**config.mk**
```make
export PLATFORM = sky130hd
export DESIGN_NAME = i2c_byte_master
export DESIGN_NICKNAME = d
export VERILOG_FILES = /design/src/rtl/i2cm_pkg.sv /design/src/rtl/i2cm_regs.sv /design/src/rtl/i2cm_engine.sv /design/src/rtl/i2c_byte_master.sv
export SDC_FILE = /design/constraint.sdc
export NUM_CORES = 1
export LEC_CHECK = 0
export ABC_CLOCK_PERIOD_IN_PS = 2100
export CELL_PAD_IN_SITES_DETAIL_PLACEMENT = 0
export CELL_PAD_IN_SITES_GLOBAL_PLACEMENT = 1
export CORE_MARGIN = 1
export CORE_UTILIZATION = 42
export CTS_CLUSTER_DIAMETER = 100
export DETAILED_ROUTE_END_ITERATION = 8
export DONT_BUFFER_PORTS = 1
export PLACE_DENSITY = 0.72
export SYNTH_ARGS = -nofsm -noshare
export SYNTH_HDL_FRONTEND = slang
export SYNTH_SLANG_ARGS = --single-unit
```
**constraint.sdc**
```tcl
create_clock -name clk -period 2.1 [get_ports clk]
set_clock_uncertainty 0.05 [all_clocks]
set_input_delay 0.315 -clock clk [delete_from_list [all_inputs] [get_ports clk]]
set_output_delay 0.315 -clock clk [all_outputs]
set_load 0.1 [all_outputs]
```
**src/rtl/i2cm_pkg.sv**
```systemverilog
package i2cm_pkg;
  localparam int unsigned BYTE_W = 8;
  localparam int unsigned STS_W  = 7;

  localparam int unsigned OFS_CTL = 'h04;
  localparam int unsigned OFS_STS = 'h0C;
  localparam int unsigned OFS_IEN = 'h14;
  localparam int unsigned OFS_CLK = 'h18;
  localparam int unsigned OFS_ADR = 'h20;
  localparam int unsigned OFS_DAT = 'h24;

  // control bit positions
  localparam int unsigned C_EN   = 7;
  localparam int unsigned C_FSCL = 6;
  localparam int unsigned C_FSDA = 5;
  localparam int unsigned C_OVR  = 4;
  localparam int unsigned C_MIE  = 3;
  localparam int unsigned C_FSB  = 1;
  localparam int unsigned C_ESG  = 0;

  // status bit positions
  localparam int unsigned F_NAK = 6;
  localparam int unsigned F_ARB = 5;
  localparam int unsigned F_STP = 4;
  localparam int unsigned F_EMP = 3;
  localparam int unsigned F_TXD = 2;
  localparam int unsigned F_RXD = 1;
  localparam int unsigned F_ADR = 0;

  typedef enum logic [2:0] {
    PH_IDLE, PH_START, PH_BIT, PH_HOLD, PH_STOP
  } phase_e;
endpackage

```
**src/rtl/i2cm_regs.sv**
```systemverilog
module i2cm_regs
  import i2cm_pkg::*;
#(
  parameter int AW = 6
) (
  input  logic              clk,
  input  logic              rst_n,
  input  logic              bus_wr,
  input  logic [AW-1:0]     bus_addr,
  input  logic [7:0]        bus_wdata,
  output logic [7:0]        bus_rdata,
  input  logic [STS_W-1:0]  set_flags,
  input  logic              rx_load,
  input  logic [BYTE_W-1:0] rx_byte,
  output logic              run,
  output logic              start_req,
  output logic              force_stop,
  output logic              ovr_en,
  output logic              ovr_scl,
  output logic              ovr_sda,
  output logic [BYTE_W-1:0] addr_byte,
  output logic [BYTE_W-1:0] tx_byte,
  output logic              flag_emp,
  output logic              flag_rxd
);
  logic [7:0]       ctl_q, ien_q, clk_q, adr_q, dat_q;
  logic [STS_W-1:0] sts_q;

  logic hit_ctl, hit_sts;
  assign hit_ctl = bus_wr && (bus_addr == AW'(OFS_CTL));
  assign hit_sts = bus_wr && (bus_addr == AW'(OFS_STS));

  always_ff @(posedge clk or negedge rst_n) begin
    if (!rst_n) begin
      ctl_q     <= '0;
      ien_q     <= '0;
      clk_q     <= '0;
      adr_q     <= '0;
      dat_q     <= '0;
      sts_q     <= '0;
      start_req <= 1'b0;
    end else begin
      if (bus_wr) begin
        case (bus_addr)
          AW'(OFS_CTL): ctl_q <= bus_wdata;
          AW'(OFS_IEN): ien_q <= bus_wdata;
          AW'(OFS_CLK): clk_q <= bus_wdata;
          AW'(OFS_ADR): adr_q <= bus_wdata;
          AW'(OFS_DAT): dat_q <= bus_wdata;
          default: ;
        endcase
      end
      if (rx_load) dat_q <= rx_byte;
      sts_q <= (hit_sts ? (sts_q & bus_wdata[STS_W-1:0]) : sts_q) | set_flags;
      start_req <= hit_ctl && bus_wdata[C_EN] && bus_wdata[C_MIE] && bus_wdata[C_ESG];
    end
  end

  always_comb begin
    bus_rdata = '0;
    case (bus_addr)
      AW'(OFS_CTL): bus_rdata = ctl_q;
      AW'(OFS_STS): bus_rdata = {1'b0, sts_q};
      AW'(OFS_IEN): bus_rdata = ien_q;
      AW'(OFS_CLK): bus_rdata = clk_q;
      AW'(OFS_ADR): bus_rdata = adr_q;
      AW'(OFS_DAT): bus_rdata = dat_q;
      default: bus_rdata = '0;
    endcase
  end

  assign run        = ctl_q[C_EN] && ctl_q[C_MIE];
  assign force_stop = ctl_q[C_FSB];
  assign ovr_en     = ctl_q[C_EN] && ctl_q[C_OVR];
  assign ovr_scl    = ctl_q[C_FSCL];
  assign ovr_sda    = ctl_q[C_FSDA];
  assign addr_byte  = adr_q;
  assign tx_byte    = dat_q;
  assign flag_emp   = sts_q[F_EMP];
  assign flag_rxd   = sts_q[F_RXD];


  sts_clear_chk: assert property (@(posedge clk) disable iff (!rst_n)
    (hit_sts && set_flags == '0) |=> sts_q == ($past(sts_q) & $past(bus_wdata[STS_W-1:0])));
endmodule

```
**src/rtl/i2cm_engine.sv**
```systemverilog
module i2cm_engine
  import i2cm_pkg::*;
(
  input  logic              clk,
  input  logic              rst_n,
  input  logic              bit_tick,
  input  logic              run,
  input  logic              start_req,
  input  logic [BYTE_W-1:0] addr_byte,
  input  logic [BYTE_W-1:0] tx_byte,
  input  logic              force_stop,
  input  logic              flag_emp,
  input  logic              flag_rxd,
  input  logic              sda_in,
  output logic              scl_low,
  output logic              sda_low,
  output logic [STS_W-1:0]  set_flags,
  output logic              rx_load,
  output logic [BYTE_W-1:0] rx_byte
);
  localparam int CW  = $clog2(BYTE_W + 1);
  localparam int MSB = BYTE_W - 1;

  phase_e           st;
  logic [1:0]       q;
  logic [CW-1:0]    bitn;
  logic [BYTE_W-1:0] sh;
  logic             samp, is_adr, rd, last;

  logic ack_slot, rx_mode, drv_tx, live, ev_end, ev_arb, ev_stp, nack;
  assign ack_slot = (bitn == CW'(BYTE_W));
  assign rx_mode  = rd && !is_adr;
  assign drv_tx   = !ack_slot && !rx_mode;
  assign live     = run && !start_req;
  assign ev_end   = live && st == PH_BIT && bit_tick && q == 2'd3 && ack_slot;
  assign ev_arb   = live && st == PH_BIT && bit_tick && q == 2'd3 && drv_tx && sh[MSB] && !samp;
  assign ev_stp   = live && st == PH_STOP && bit_tick && q == 2'd3;
  assign nack     = !rx_mode && samp;

  always_comb begin
    scl_low = 1'b0;
    sda_low = 1'b0;
    case (st)
      PH_START: begin scl_low = q[1]; sda_low = (q != 2'd0); end
      PH_BIT: begin
        scl_low = (q == 2'd0) || (q == 2'd3);
        sda_low = ack_slot ? (rx_mode && !last) : (drv_tx && !sh[MSB]);
      end
      PH_HOLD: scl_low = 1'b1;
      PH_STOP: begin scl_low = (q == 2'd0); sda_low = (q <= 2'd1); end
      default: ;
    endcase
  end

  always_comb begin
    set_flags        = '0;
    set_flags[F_NAK] = ev_end && nack;
    set_flags[F_ADR] = ev_end && is_adr && !nack;
    set_flags[F_EMP] = ev_end && !rx_mode && !nack && (is_adr ? !rd : !last);
    set_flags[F_TXD] = ev_end && !is_adr && !rd && !nack;
    set_flags[F_RXD] = ev_end && ((is_adr && rd && !nack) || rx_mode);
    set_flags[F_ARB] = ev_arb;
    set_flags[F_STP] = ev_stp;
  end
  assign rx_load = ev_end && rx_mode;
  assign rx_byte = sh;

  always_ff @(posedge clk or negedge rst_n) begin
    if (!rst_n) begin
      st <= PH_IDLE; q <= '0; bitn <= '0; sh <= '0;
      samp <= 1'b0; is_adr <= 1'b0; rd <= 1'b0; last <= 1'b0;
    end else if (!run) begin
      st <= PH_IDLE;
      q  <= '0;
    end else if (start_req) begin
      st <= PH_START; q <= '0; bitn <= '0; sh <= addr_byte;
      is_adr <= 1'b1; rd <= addr_byte[0]; last <= 1'b0;
    end else begin
      case (st)
        PH_START: if (bit_tick) begin
          q <= q + 2'd1;
          if (q == 2'd3) begin st <= PH_BIT; bitn <= '0; end
        end
        PH_BIT: if (bit_tick) begin
          q <= q + 2'd1;
          if (q == 2'd2) samp <= sda_in;
          if (q == 2'd3) begin
            if (!ack_slot) begin
              sh   <= {sh[MSB-1:0], samp};
              bitn <= bitn + CW'(1);
              if (ev_arb) st <= PH_IDLE;
            end else if (nack || (!is_adr && last)) begin
              st <= PH_STOP;
            end else begin
              st <= PH_HOLD;
            end
          end
        end
        PH_HOLD: if (rd ? !flag_rxd : !flag_emp) begin
          st <= PH_BIT; q <= '0; bitn <= '0; is_adr <= 1'b0;
          sh <= rd ? '1 : tx_byte; last <= force_stop;
        end
        PH_STOP: if (bit_tick) begin
          q <= q + 2'd1;
          if (q == 2'd3) st <= PH_IDLE;
        end
        default: st <= PH_IDLE;
      endcase
    end
  end


  sda_in_byte_chk: assert property (@(posedge clk) disable iff (!rst_n)
    (st == PH_BIT && $past(st) == PH_BIT && sda_low != $past(sda_low)) |-> (scl_low && $past(scl_low)));

  hold_scl_low_chk: assert property (@(posedge clk) disable iff (!rst_n)
    (st == PH_HOLD) |-> scl_low);

  stop_edge_chk: assert property (@(posedge clk) disable iff (!rst_n)
    (st == PH_STOP && $past(st) == PH_STOP && !sda_low && $past(sda_low)) |-> !scl_low);

  tick_pace_chk: assert property (@(posedge clk) disable iff (!rst_n)
    ($past(st) inside {PH_START, PH_BIT, PH_STOP} && !$past(bit_tick) && $past(run) && !$past(start_req))
      |-> ($stable(scl_low) && $stable(sda_low)));
endmodule

```
**src/rtl/i2c_byte_master.sv**
```systemverilog
module i2c_byte_master
  import i2cm_pkg::*;
#(
  parameter int AW = 6
) (
  input  logic          clk,
  input  logic          rst_n,
  input  logic          bus_wr,
  input  logic [AW-1:0] bus_addr,
  input  logic [7:0]    bus_wdata,
  output logic [7:0]    bus_rdata,
  input  logic          bit_tick,
  input  logic          scl_in,
  input  logic          sda_in,
  output logic          scl_oe,
  output logic          sda_oe
);
  logic              run, start_req, force_stop, ovr_en, ovr_scl, ovr_sda;
  logic              flag_emp, flag_rxd, scl_low, sda_low, rx_load;
  logic [BYTE_W-1:0] addr_byte, tx_byte, rx_byte;
  logic [STS_W-1:0]  set_flags;

  i2cm_regs #(.AW(AW)) u_regs (
    .clk(clk), .rst_n(rst_n), .bus_wr(bus_wr), .bus_addr(bus_addr),
    .bus_wdata(bus_wdata), .bus_rdata(bus_rdata), .set_flags(set_flags),
    .rx_load(rx_load), .rx_byte(rx_byte), .run(run), .start_req(start_req),
    .force_stop(force_stop), .ovr_en(ovr_en), .ovr_scl(ovr_scl), .ovr_sda(ovr_sda),
    .addr_byte(addr_byte), .tx_byte(tx_byte), .flag_emp(flag_emp), .flag_rxd(flag_rxd)
  );

  i2cm_engine u_eng (
    .clk(clk), .rst_n(rst_n), .bit_tick(bit_tick), .run(run), .start_req(start_req),
    .addr_byte(addr_byte), .tx_byte(tx_byte), .force_stop(force_stop),
    .flag_emp(flag_emp), .flag_rxd(flag_rxd), .sda_in(sda_in),
    .scl_low(scl_low), .sda_low(sda_low), .set_flags(set_flags),
    .rx_load(rx_load), .rx_byte(rx_byte)
  );

  assign scl_oe = ovr_en ? !ovr_scl : scl_low;
  assign sda_oe = ovr_en ? !ovr_sda : sda_low;


  hold_line_chk: assert property (@(posedge clk) disable iff (!rst_n)
    (flag_emp && !run && !ovr_en) |-> !scl_oe || scl_in == 1'b0);
endmodule

```
==> reports/results.txt <==
Status: complete, but fails checks
Failing checks: setup timing
Worst setup EP type: output port
Mapped Avg Cell Area: 11.0 um2
Post-Syn Nets: 375
Stages on the worst setup path: 8
Synth Area in Compound Gates: 13.2%
Rows: 34
Main synth FF type: dfrtp_1
Later-pin clock latency in the skew report: 350 ps
CP startpoint kind: flop
Mapped Cells: 349
Placed inst area: 4390 um2
Synth Area in Simple Gates: 17.2%
Cell area after layout: 4890 um2
Yosys cell types: 57
Initial DRC Count: 240
Crit. Startpoint: u_eng.bitn[1]
Relative slew slack: 53.0%
CTS tree: built
Fillers: 760
Per-cell routed wire length: 20.1 um
Power, Total: 0.00311 W
IO buf count: 0
Max-cap violations: 0
CP cell instances: inv_2, ha_4, nand3b_1, buf_6, nor3_4, o21bai_4, a31oi_4, buf_12
I/O pins: 30
Initial core utilization: 43.7%
R2R Setup Slk: 70 ps
Pwr Density: 636 nW/um2
DP Worst Slack: -110 ps
Layout cells sized above 1: 42.4%
First-pass GRT wire length: 17.0 mm
PnR worst setup slack: -89.6 ps
Total gr overflow: 0
Xor-xnor portion of the synthesized cell area: 0.229%
Final ANT Viol Nets: 0
CP max stage cell: dfrtp_1
R2r startpoint: u_eng.st[0]
Tmin final: 2190 ps
Adder-Cell Fraction of Synth Area: 1.96%
Hold Path Depth: 2
Core region area: 8760 um2
CP required: 1740 ps
Clock Sinks: 69
GPL Wtd Cong: 0.807
VDD IR-drop max: 0.376 mV
Worst Reg-to-Reg Cells: 6
Worst path bufs/invs: 3
# DRC: 0
Post-synth top area cell: dfrtp_1
Synth async-reset ratio: 100%
Final WL: 10.4 mm
Ranking of synthesized cells by area: dfrtp_1 45%, mux2_2 12%, mux2_4 5.5%, a222oi_1 3.9%, nand2_1 3.7%
Largest net degree at the start of global routing: 70
Top delay family on crit path: buffers and inverters
Number of H-tree levels: 3
Yosys top cell area share: 45.1%
Dpl cells: 482
Synth Register Bits: 69
Worst setup path end: sda_oe
Fmax: 0.457 GHz
Largest stage delay, worst path: 390 ps
CTS clk-pin slew, worst paths: 70 ps
Hold crit path type: input pin to flop
Die W: 97.5 um
DPL Wire Length: 7.15 mm
Unrepaired setup endpoints after global routing: yes
Cell Area, Synth: 3830 um2
CTS Buf Count: 9
Final Hold Viols: 0
Initial antenna violation count: 0
Leakage power: 2.18 nW
Worst slew pin tran: 704 ps
Area delta synth->final: 27.6%
Fin nets: 431
Drt pass-1 iters: 5
Largest family of logic cells by synthesized area: multiplexers
Setup violators final: 1
FF/Latch Area: 1730 um2
Multi-input gate area: 2200 um2
Period utilisation layout: 104%
Post-Layout Cell Count: 518
Slew Limit Fails: 0
Die Ht: 97.5 um
Die area: 9510 um2
Sequential area share after synthesis: 45.1%
Max Root-Sink Buffers: 2
CP arrival: 1820 ps
Vias: 3133
Crit path max fanout: 5
Vias per cell: 6.05
Critical path class: flop to output port
Clk Tree Root Cell: clkbuf_8
Yosys Warn Count: 0
Gr usage total: 22.7%
Antenna Cells: 0
Mux cell area share after synthesis: 19.7%
Post-synth EDFFs: 0
Worst r2r dst: u_eng.rx_byte[2]
Number of global-route vias before repair: 3209
placed cells by master (no fill, tap or decap), types with 5 or more instances in the layout:
cell type	n
nand2_4	8
nor2_1	14
nor3_1	12
dfrtp_1	64
a222oi_1	15
buf_4	49
a21oi_1	5
nand3_1	5
mux2_2	42
o31ai_1	9
o21ai_0	18
nand2_1	30
dfrtp_2	5
mux2_4	14
mux2i_1	6
buf_12	7
clkbuf_8	9
or3_1	6
final cells by class:
| class | count | area share (%) |
|---|---|---|
| flip-flops and latches | 69 | 35.4 |
| inverters | 7 | 0.537 |
| clock inverters | 6 | 2.28 |
| clock buffers | 10 | 2.61 |
| repair buffers | 59 | 11.4 |
| well taps | 108 | 2.76 |
| multi-input cells | 259 | 45.0 |
stage by stage:
stage | utilization, % | hold slack [ps] | setup TNS, ps
after floorplan | - | -30.6 | -31.2
after global placement | 50.1 | -28.1 | -359
after detailed placement | 50.1 | -28.4 | -575
after CTS | 54.6 | 48.3 | -249
after global routing | 55.8 | 48.0 | -252
final | 55.8 | 56.0 | -89.6
report_power, final:
part / internal (W) / leakage (nW) / switching [W]
clock: 0.000789 / 0.116 / 0.000523
sequential: 0.00143 / 0.918 / 0.0000857
combinational: 0.000153 / 1.15 / 0.000129
total: 0.00237 / 2.18 / 0.000738
timing repair:
action | in CTS | in global routing
hold endpoints to repair | 69 | 0
endpoints found under the setup margin | 10 | 12
pin swaps | 7 | 7
resized for setup | 17 | 11
setup buffers | 8 | 9
cloned | 1 | 0
hold buffers | 2 | 0
synth_stat cells (all sizes together), types with 3 or more instances:
cell    instances
o31ai           9
and3b           4
nand3           5
clkbuf         11
nor3           15
mux2           56
inv             7
mux2i           7
nor2b           4
a222oi         15
a21oi           7
buf             4
ha              6
nand3b          3
nor2           16
dfrtp          69
o21ai          19
nand2b          5
or3             6
nand2          40
sequential cells by signal (all words and copies together), names as in the netlist:
signal	count
u_eng.rx_byte	8
u_regs.addr_byte	8
u_regs.clk_q	8
u_regs.ctl_q	8
u_regs.ien_q	8
u_regs.tx_byte	8
u_regs.sts_q	7
u_eng.bitn	4
u_eng.st	3
u_eng.q	2
u_eng.is_adr	1
u_eng.last	1
u_eng.rd	1
u_eng.samp	1
u_regs.start_req	1
routing by layer:
layer | global-route usage [%] | part of all wire [%] | wire [um] | vias up
met5 | 0 | 0 | 0 | -
met4 | 4.98 | 0.76 | 79 | 0
met3 | 5.54 | 5.6 | 588 | 9
met2 | 35.8 | 49 | 5060 | 96
met1 | 31.7 | 45 | 4690 | 1594
li1 | - | - | - | 1434
worst min path at each step:
| stage | startpoint | end | slack [ps] |
|---|---|---|---|
| 2_1_floorplan | rst_n | u_eng.bitn[0] | -30 |
| 3_3_place_gp | rst_n | u_eng.q[1] | -30 |
| 3_5_place_dp | rst_n | u_eng.q[1] | -30 |
| 4_1_cts | bus_wdata[3] | u_regs.start_req | 50 |
| 5_1_grt | bus_wdata[0] | u_regs.ctl_q[0] | 50 |
| 6_report | bus_wdata[3] | u_regs.start_req | 60 |
cells by family after synthesis:
group                    after synthesis
flip-flops                            69
XOR/XNOR                               1
multiplexers                          63
AND/OR/NAND/NOR                      118
AO/OA/AOI/OAI                         70
buffers and inverters                 22
adder cells (fa/ha/maj)                6
(Power assumes the default switching activity.)
